[config.mk]
export PLATFORM = sky130hd
export DESIGN_NAME = uart_rx_wake
export DESIGN_NICKNAME = d
export VERILOG_FILES = /design/src/rtl/uart_rx_wake_pkg.sv /design/src/rtl/urw_frame_rx.sv /design/src/rtl/urw_idle_det.sv /design/src/rtl/urw_char_check.sv /design/src/rtl/uart_rx_wake.sv
export SDC_FILE = /design/constraint.sdc
export NUM_CORES = 1
export LEC_CHECK = 0
export CORE_MARGIN = 2
export CORE_UTILIZATION = 30
export DETAILED_ROUTE_END_ITERATION = 8
export SYNTH_ARGS = -nofsm -noshare
export SYNTH_HDL_FRONTEND = slang
export SYNTH_SLANG_ARGS = --single-unit
[constraint.sdc]
create_clock -name clk -period 2.5 [get_ports clk]
set_clock_uncertainty 0.2 [all_clocks]
set_input_delay 0.5 -clock clk [delete_from_list [all_inputs] [get_ports clk]]
set_output_delay 0.5 -clock clk [all_outputs]
set_load 0.02 [all_outputs]
[src/rtl/uart_rx_wake_pkg.sv]
package uart_rx_wake_pkg;

    typedef enum logic {
        ST_HUNT = 1'b0,
        ST_RX   = 1'b1
    } rx_st_e;

endpackage

[src/rtl/urw_frame_rx.sv]
module urw_frame_rx
    import uart_rx_wake_pkg::*;
#(
    parameter int OSR  = 16,
    parameter int DMAX = 9
) (
    input  logic            clk,
    input  logic            rst_n,
    input  logic            tick,
    input  logic            rxd,
    input  logic            nine,
    output logic            done,
    output logic            stop_ok,
    output logic            hunting,
    output logic            in_start,
    output logic [DMAX-1:0] shreg
);
    localparam int CW = $clog2(OSR) + 1;
    localparam int IW = $clog2(DMAX + 2);
    localparam logic [CW-1:0] S_A   = CW'(OSR / 2 - 1);
    localparam logic [CW-1:0] S_B   = CW'(OSR / 2);
    localparam logic [CW-1:0] S_C   = CW'(OSR / 2 + 1);
    localparam logic [CW-1:0] S_END = CW'(OSR);

    typedef struct packed {
        rx_st_e          st;
        logic            prev;
        logic [CW-1:0]   sub;
        logic [IW-1:0]   idx;
        logic [1:0]      smp;
        logic [DMAX-1:0] sh;
    } frx_t;

    frx_t q, d;
    logic [CW-1:0] s;
    logic [IW-1:0] last_idx;
    logic          vote;

    always_comb begin
        d        = q;
        done     = 1'b0;
        stop_ok  = 1'b0;
        s        = q.sub + CW'(1);
        last_idx = nine ? IW'(DMAX + 1) : IW'(DMAX);
        vote     = (q.smp[0] & q.smp[1]) | (q.smp[0] & rxd) | (q.smp[1] & rxd);
        if (tick) begin
            d.prev = rxd;
            if (q.st == ST_HUNT) begin
                if (q.prev && !rxd) begin
                    d.st  = ST_RX;
                    d.sub = CW'(1);
                    d.idx = '0;
                end
            end else begin
                d.sub = s;
                if (s == S_A) d.smp[0] = rxd;
                if (s == S_B) d.smp[1] = rxd;
                if (s == S_C) begin
                    if (q.idx == '0) begin
                        if (vote) begin
                            d.st  = ST_HUNT;
                            d.sub = '0;
                        end
                    end else if (q.idx == last_idx) begin
                        done    = 1'b1;
                        stop_ok = vote;
                        d.st    = ST_HUNT;
                        d.sub   = '0;
                    end else begin
                        d.sh = {vote, q.sh[DMAX-1:1]};
                    end
                end
                if (s == S_END) begin
                    d.sub = '0;
                    d.idx = q.idx + IW'(1);
                end
            end
        end
    end

    always_ff @(posedge clk) begin
        if (!rst_n) begin
            q      <= '0;
            q.prev <= 1'b1;
        end else begin
            q <= d;
        end
    end

    assign hunting  = (q.st == ST_HUNT);
    assign in_start = (q.st == ST_RX) && (q.idx == '0);
    assign shreg    = q.sh;

    AST_START_FROM_LOW: assert property (@(posedge clk) disable iff (!rst_n)
        (in_start && $past(hunting)) |-> $past(tick && !rxd));

endmodule

[src/rtl/urw_idle_det.sv]
module urw_idle_det #(
    parameter int OSR  = 16,
    parameter int DMAX = 9
) (
    input  logic clk,
    input  logic rst_n,
    input  logic tick,
    input  logic rxd,
    input  logic en,
    input  logic nine,
    output logic idle_pulse
);
    localparam int TMAX = OSR * (DMAX + 2);
    localparam int CW   = $clog2(TMAX + 1);

    typedef struct packed {
        logic [CW-1:0] cnt;
    } idl_t;

    idl_t q, d;
    logic [CW-1:0] thr;

    always_comb begin
        d          = q;
        idle_pulse = 1'b0;
        thr        = nine ? CW'(TMAX) : CW'(OSR * (DMAX + 1));
        if (tick) begin
            if (rxd && en) begin
                if (q.cnt < thr) begin
                    d.cnt = q.cnt + CW'(1);
                    if (q.cnt == thr - CW'(1)) idle_pulse = 1'b1;
                end
            end else begin
                d.cnt = '0;
            end
        end
    end

    always_ff @(posedge clk) begin
        if (!rst_n) q <= '0;
        else        q <= d;
    end

    AST_IDLE_ONCE: assert property (@(posedge clk) disable iff (!rst_n)
        idle_pulse |=> !idle_pulse);

endmodule

[src/rtl/urw_char_check.sv]
module urw_char_check #(
    parameter int DMAX = 9
) (
    input  logic [DMAX-1:0] sh,
    input  logic            nine,
    input  logic            par_en,
    input  logic            par_odd,
    output logic [DMAX-1:0] payload,
    output logic            msb,
    output logic            par_bad
);
    logic [DMAX-1:0] aligned;

    always_comb begin
        aligned = nine ? sh : {1'b0, sh[DMAX-1:1]};
        msb     = sh[DMAX-1];
        par_bad = (^aligned) ^ par_odd;
        payload = aligned;
        if (par_en) begin
            if (nine) payload[DMAX-1] = 1'b0;
            else      payload[DMAX-2] = 1'b0;
        end
    end

endmodule

[src/rtl/uart_rx_wake.sv]
module uart_rx_wake
    import uart_rx_wake_pkg::*;
#(
    parameter int OSR  = 16,
    parameter int DMAX = 9
) (
    input  logic            clk,
    input  logic            rst_n,
    input  logic            os_tick,
    input  logic            rxd,
    input  logic            cfg_nine,
    input  logic            cfg_wake_addr,
    input  logic            cfg_idle_after_stop,
    input  logic            cfg_par_en,
    input  logic            cfg_par_odd,
    input  logic            sleep_req,
    output logic [DMAX-1:0] rx_data,
    output logic            rx_valid,
    output logic            rx_par_err,
    output logic            rx_frm_err,
    output logic            rx_idle,
    output logic            asleep
);
    typedef struct packed {
        logic [DMAX-1:0] data;
        logic            valid;
        logic            perr;
        logic            ferr;
        logic            idle;
        logic            sleep;
    } top_t;

    top_t q, d;

    logic            fr_done, fr_stop_ok, fr_hunting, fr_in_start;
    logic [DMAX-1:0] fr_sh;
    logic            idle_en, idle_pulse;
    logic [DMAX-1:0] cc_payload;
    logic            cc_msb, cc_par_bad;
    logic            addr_wake, idle_wake, deliver;

    urw_frame_rx #(.OSR(OSR), .DMAX(DMAX)) u_frame (
        .clk      (clk),
        .rst_n    (rst_n),
        .tick     (os_tick),
        .rxd      (rxd),
        .nine     (cfg_nine),
        .done     (fr_done),
        .stop_ok  (fr_stop_ok),
        .hunting  (fr_hunting),
        .in_start (fr_in_start),
        .shreg    (fr_sh)
    );

    assign idle_en = cfg_idle_after_stop ? fr_hunting : !fr_in_start;

    urw_idle_det #(.OSR(OSR), .DMAX(DMAX)) u_idle (
        .clk        (clk),
        .rst_n      (rst_n),
        .tick       (os_tick),
        .rxd        (rxd),
        .en         (idle_en),
        .nine       (cfg_nine),
        .idle_pulse (idle_pulse)
    );

    urw_char_check #(.DMAX(DMAX)) u_check (
        .sh      (fr_sh),
        .nine    (cfg_nine),
        .par_en  (cfg_par_en),
        .par_odd (cfg_par_odd),
        .payload (cc_payload),
        .msb     (cc_msb),
        .par_bad (cc_par_bad)
    );

    always_comb begin
        d         = q;
        d.valid   = 1'b0;
        d.perr    = 1'b0;
        d.ferr    = 1'b0;
        d.idle    = idle_pulse;
        addr_wake = fr_done && q.sleep && cfg_wake_addr && cc_msb;
        idle_wake = idle_pulse && q.sleep && !cfg_wake_addr;
        deliver   = fr_done && (!q.sleep || addr_wake);
        if (deliver) begin
            d.valid = 1'b1;
            d.data  = cc_payload;
            d.perr  = cfg_par_en && cc_par_bad;
            d.ferr  = !fr_stop_ok;
        end
        if (addr_wake || idle_wake) d.sleep = 1'b0;
        if (sleep_req)              d.sleep = 1'b1;
    end

    always_ff @(posedge clk) begin
        if (!rst_n) q <= '0;
        else        q <= d;
    end

    assign rx_data    = q.data;
    assign rx_valid   = q.valid;
    assign rx_par_err = q.perr;
    assign rx_frm_err = q.ferr;
    assign rx_idle    = q.idle;
    assign asleep     = q.sleep;

    AST_VALID_PULSE: assert property (@(posedge clk) disable iff (!rst_n)
        rx_valid |=> !rx_valid);

    AST_PERR_WITH_VALID: assert property (@(posedge clk) disable iff (!rst_n)
        rx_par_err |-> rx_valid);

    AST_FERR_WITH_VALID: assert property (@(posedge clk) disable iff (!rst_n)
        rx_frm_err |-> rx_valid);

    AST_SLEEP_MUTES: assert property (@(posedge clk) disable iff (!rst_n)
        ($past(asleep) && !$past(sleep_req) && asleep) |-> !rx_valid);

    AST_ADDR_WAKE_DELIVERS: assert property (@(posedge clk) disable iff (!rst_n)
        ($fell(asleep) && $past(cfg_wake_addr)) |-> rx_valid);

    AST_IDLE_WAKE: assert property (@(posedge clk) disable iff (!rst_n)
        ($fell(asleep) && !$past(cfg_wake_addr)) |-> rx_idle);

endmodule

**Yosys cells after proc, flatten, opt, wreduce, memory -nomap -nowiden**

Cells that the tools add are included.

- Logic and storage cells: 103
- Output and inout port bits: 14
- Bits of input ports: 10
- Register bits: 44

- Add/subtract/negate cells: 4
- Magnitude comparators: 1
- Bitwise logic cells: 9
- Multiplexer cells: 39
- Reductions and logical operators: 28
- Equal/unequal tests: 8

Operators by type and width:

| cell | count |
|---|---|
| 9-bit 2-to-1 mux | 4 |
| 1-bit 2-to-1 mux | 25 |
| 5-bit 2-to-1 mux | 5 |
| 8-bit 2-to-1 mux | 2 |
| 5-bit by 4-bit equality test with 1-bit output (second input constant) | 2 |
| 1-bit logical AND | 10 |
| 3-bit AND reduction | 3 |
| 9-bit XOR reduction | 1 |
| 8-bit by 1-bit adder with 8-bit output (second input constant) | 1 |
| 8-bit equality test | 1 |
| 8-bit less-than comparator | 1 |
| 8-bit by 1-bit subtractor with 8-bit output (second input constant) | 1 |
| 2-bit AND reduction | 3 |
| 5-bit by 1-bit adder with 5-bit output (second input constant) | 1 |
| 5-bit by 3-bit equality test with 1-bit output (second input constant) | 1 |
| 5-bit equality test (second input constant) | 1 |
| 1-bit zero test | 5 |
| 5-bit AND reduction | 1 |
| 4-bit by 1-bit adder with 4-bit output (second input constant) | 1 |
| 4-bit equality test | 1 |
| 4-bit zero test | 1 |
| 2-bit 2-to-1 mux | 2 |
| 2-bit != test (second input constant) | 2 |
| 2-bit nonzero test | 2 |
| other kinds (6) | 12 |

**Logic depth before layout (Yosys ltp)**

- Depth in word-level cells: 13
- Gate-level depth with buffers: 7
- Gate-level depth less buffers: 7

**Hierarchy**

From an unflattened synthesis, not the netlist that was laid out.

- Cells, all modules: 295
- Area, all modules: 2613.8 um^2

By module, submodules not included:

| module | sequential area each (um^2) | times used | cells an instance | area an instance (um^2) |
|---|---|---|---|---|
| urw_frame_rx | 440.4 | 1 | 152 | 1332.5 |
| uart_rx_wake | 280.3 | 1 | 56 | 536.8 |
| urw_idle_det | 160.2 | 1 | 62 | 535.5 |
| urw_char_check | 0.0 | 1 | 25 | 209.0 |

**Worst setup path after synthesis**

OpenSTA, ideal clock, no wires.

- Path type: flip-flop to flip-flop
- From: register u_frame.q[15] (netlist name)
- To: register u_frame.q, in the netlist u_frame.shreg[1]
- Library setup time: 0.072 ns
- Cell stages (with the launch flop): 8
- Buffers on the path: 2
- Arrival time: 1.869 ns
- Period minus slack after synthesis: 2.140 ns
- Path slack: 0.360 ns
- Required time: 2.228 ns
- Cells stage by stage: dfxtp_1 ha_1 clkbuf_1 or4b_4 o21a_4 nor3_2 buf_6 mux2i_1

- Word-level cells in the longest chain between the ends: 3

Ends and longest elaborated chain:

| what | line | source |
|---|---|---|
| start: declaration | urw_frame_rx.sv:34 | `frx_t q, d;` |
| 5-bit by 1-bit adder with 5-bit output | urw_frame_rx.sv:43 | `s = q.sub + CW'(1);` |
| 5-bit by 4-bit equality test with 1-bit output | urw_frame_rx.sv:58 | `if (s == S_C) begin` |
| 5-bit AND reduction (no source line) | - |  |

Every way passes these cells.
A chain may end at the register's enable or synchronous reset.

**Final worst setup path**

- From: register u_frame.q[16] (netlist name)
- To: register q, in the netlist asleep

- Word-level cells in the longest chain between the ends: 10

Ends and longest elaborated chain:

| what | line | source |
|---|---|---|
| 5-bit by 1-bit adder with 5-bit output | urw_frame_rx.sv:43 |  |
| 5-bit by 4-bit equality test with 1-bit output | urw_frame_rx.sv:58 |  |
| 1-bit 2-to-1 mux | urw_frame_rx.sv:58 |  |
| 1-bit 2-to-1 mux | urw_frame_rx.sv:48 | `if (q.st == ST_HUNT) begin` |
| 1-bit 2-to-1 mux | urw_frame_rx.sv:46 | `if (tick) begin` |
| 1-bit logical AND (3 in a row) | uart_rx_wake.sv:83 | `addr_wake = fr_done && q.sleep && cfg_wake_addr && cc_msb;` |
| 1-bit logical OR | uart_rx_wake.sv:92 | `if (addr_wake \|\| idle_wake) d.sleep = 1'b0;` |
| 2-bit nonzero test (no source line) | - |  |
| end signal: assignment | uart_rx_wake.sv:97 | `if (!rst_n) q <= '0;` |
| end signal: assignment | uart_rx_wake.sv:98 | `else q <= d;` |
| end: declaration | uart_rx_wake.sv:33 | `top_t q, d;` |

Every way passes these cells.

==> results.toml <==
[clock_tree]
cts_resized = 0
cts_tree = "done"
cts_buffer_depth = 2
cts_buffers = 5
cts.sinks = 44
htreeDepth = 2
cts_hold_buf = 0
root_buffer = "clkbuf_8"
postCtsSetupBuffers = 0
clock_latency_ps = 300
clk_pin_slew_ps = 80

[grt]
grt_max_degree = 14
grt_pass1_wl_mm = 8.76
grt_remaining_overflow = 0
antenna_found_initial = 0
grt_pass1_vias = 1847
track_usage = 0.123

[die]
fp.dieH_um = 93.7
die_w_um = 93.7
rows = 32
initial_core_util = 0.311
pin_count = 24
dieArea_um2 = 8780
core-area_um2 = 7770

[placement]
place.gp.congestion = 0.854
place_hpwl_mm = 3.90
port_buffers = 23
dpl_cell_area_um2 = 2830

[layout]
area_growth_pct = 21.7
final_cell_area_um2 = 2940
fillers = 807
fin_nets = 317
n_antenna_cell = 0
drive_gt1_frac = 0.120

[power_and_ir_drop]
seqPwrFrac = 0.518
power.leakage_nw = 1.12
p_sw_uw = 324
p_int_mw = 1.06
switching_share = 0.234
pwr-share-comb = 0.090
clkPwrFrac = 0.392
peakVddDrop_mv = 0.202
p_per_area_nw_per_um2 = 472

[logic_synthesis]
ys_warn_count = 0
synthFlopType = "dfxtp_1"
synth_top_family_by_area = "simple AND/OR/NAND/NOR gates"
synthSimpleGateAreaFrac = 0.197
ys_seq_elements = 44
ys_seq_area_frac = 0.365
synth_common_cells = "dfxtp_1, nand2_1, mux2i_1"
async_flop_share = 0
ys_top_cells_by_area = "dfxtp_1, mux2i_1, xor2_1, nand2_1, ha_1"
synth_fa_ha_area_frac = 0.0456
yosys.area.top_type_share = 0.365
yosysTopAreaCell = "dfxtp_1"
synth_cells = 265
synth_edf_count = 0
synth-xor-area-share = 0.0798
synth_compound_area_frac = 0.167
syn_avg_cell_area_um2 = 9.11
synthMuxAreaShare = 0.100
synth_fp_nets = 283
synth_cell_type_count = 55
synth_most_common_cell = "dfxtp_1"
syn_area_um2 = 2410

[timing]
fmax_ghz = 0.444
timing.slew.headroom = 0.701
finalSetupViolations = 0
rsz0062_at_grt = "false"
period_share = 0.900
slew_viol_final = 0
worstMarginPinSlew_ps = 443
period_needed_ps = 2250
whs_ps = 273
finalHoldViolCount = 0

[route]
postRouteAntennaNets = 0
drtIter0Drc = 77
vias_per_cell = 4.92
first_pass_iters = 4
routedWlPerCell_um = 12.8
post-route-drc-count = 0
vias = 1976
totalWireLength_mm = 5.14

[critical_path]
startpoint_type = "register"
cp_max_fo = 7
crit_required_ps = 2470
critPathArrivalTime_ps = 2220
crit_type = "register to register"
endpoint_kind = "register"

[min_path]
hp-class = "register to register"

[run]
max_cap_violations = 0

[outcome]
status = "finished clean"
final timing paths:
path              slack, ps     startpoint            end  cells past startpoint
setup reg to reg        250  u_frame.q[16]         asleep                      5
hold reg to reg         270  u_frame.q[20]  u_frame.q[20]                      2
hold / removal          270  u_frame.q[20]  u_frame.q[20]                      2
setup / recovery        250  u_frame.q[16]         asleep                      5
worst max-delay path: stages (launching register included):
cell and delay [ps]:
dfxtp_1 380, ha_1 220, or4b_4 490, o21a_4 170, o41ai_1 500, a221oi_1 160
power by group through the flow:
stage	sequential [mW]	combinational (mW)	clock [mW]
floorplan	0.737	0.0680	0
global placement	0.735	0.124	0
detailed placement	0.735	0.124	0
CTS	0.719	0.125	0.557
global route	0.720	0.137	0.580
finish	0.719	0.125	0.543
sequential cells by signal, indices dropped and copies added (netlist names):
signal,flops
asleep,1
rx_data,9
rx_frm_err,1
rx_idle,1
rx_par_err,1
rx_valid,1
u_frame.q,13
u_frame.shreg,9
u_idle.q,8
cell type report:
type / count / area (um2) / share of cell area
Timing Repair Buffer: 39 / 363 / 0.124
Multi-Input combinational cell: 200 / 1430 / 0.485
Clock inverter: 2 / 35.0 / 0.0119
Sequential cell: 44 / 881 / 0.300
Inverter: 9 / 33.8 / 0.0115
Clock buffer: 6 / 72.6 / 0.0247
Tap cell: 102 / 128 / 0.0434
layer usage:
metal / GRT usage / wire length, um / share of wire / vias up
li1: - / - / - / 1020
met1: 0.169 / 2550 / 0.50 / 913
met2: 0.199 / 2300 / 0.45 / 40
met3: 0.0249 / 261 / 0.051 / 3
met4: 0.0254 / 19 / 0.0037 / 0
met5: 0 / 0 / 0 / -
cell usage in the layout (no fill, tap or decap), types with 2 or more instances in the layout:
cell type        count
o21ai_1              2
o21ai_0             11
inv_1                9
buf_4               15
xnor2_1              8
o21a_1               2
nor2b_1              6
o22ai_1              2
and2_1               2
a21oi_1             14
clkbuf_8             5
and4_1               2
and3_1               7
o31ai_1              2
a211oi_2             4
a211oi_1             5
nor2_1              15
xor2_1              14
clkdlybuf4s50_1     23
o211ai_1             3
nor3_1               4
nand3_1              7
mux2i_1             23
or3_1                2
ha_1                 8
dfxtp_1             44
nand2_1             27
nand4_1              5
metrics by stage:
step | std cells | power [mW] | setup TNS [ps] | utilization | setup WS [ps]
floorplan | 265 | 0.805 | 0 | - | 360
global placement | 394 | 0.859 | 0 | 0.364 | 32.0
detailed placement | 394 | 0.859 | -46.6 | 0.364 | -45.3
CTS | 402 | 1.40 | 0 | 0.378 | 271
global route | 402 | 1.44 | 0 | 0.378 | 84.8
finish | 402 | 1.39 | 0 | 0.378 | 249
kinds of logic (layout without fill, tap and decap cells):
family / after synthesis / count (layout)
and+or+nand+nor: 89 / 89
AOI/OAI and AO/OA: 56 / 56
DFF: 44 / 44
muxes: 24 / 24
xor gates and xnor gates: 22 / 22
buffers and inverters: 21 / 56
adders and majority gates: 9 / 9
No activity file was read; power rests on OpenSTA's default activity.
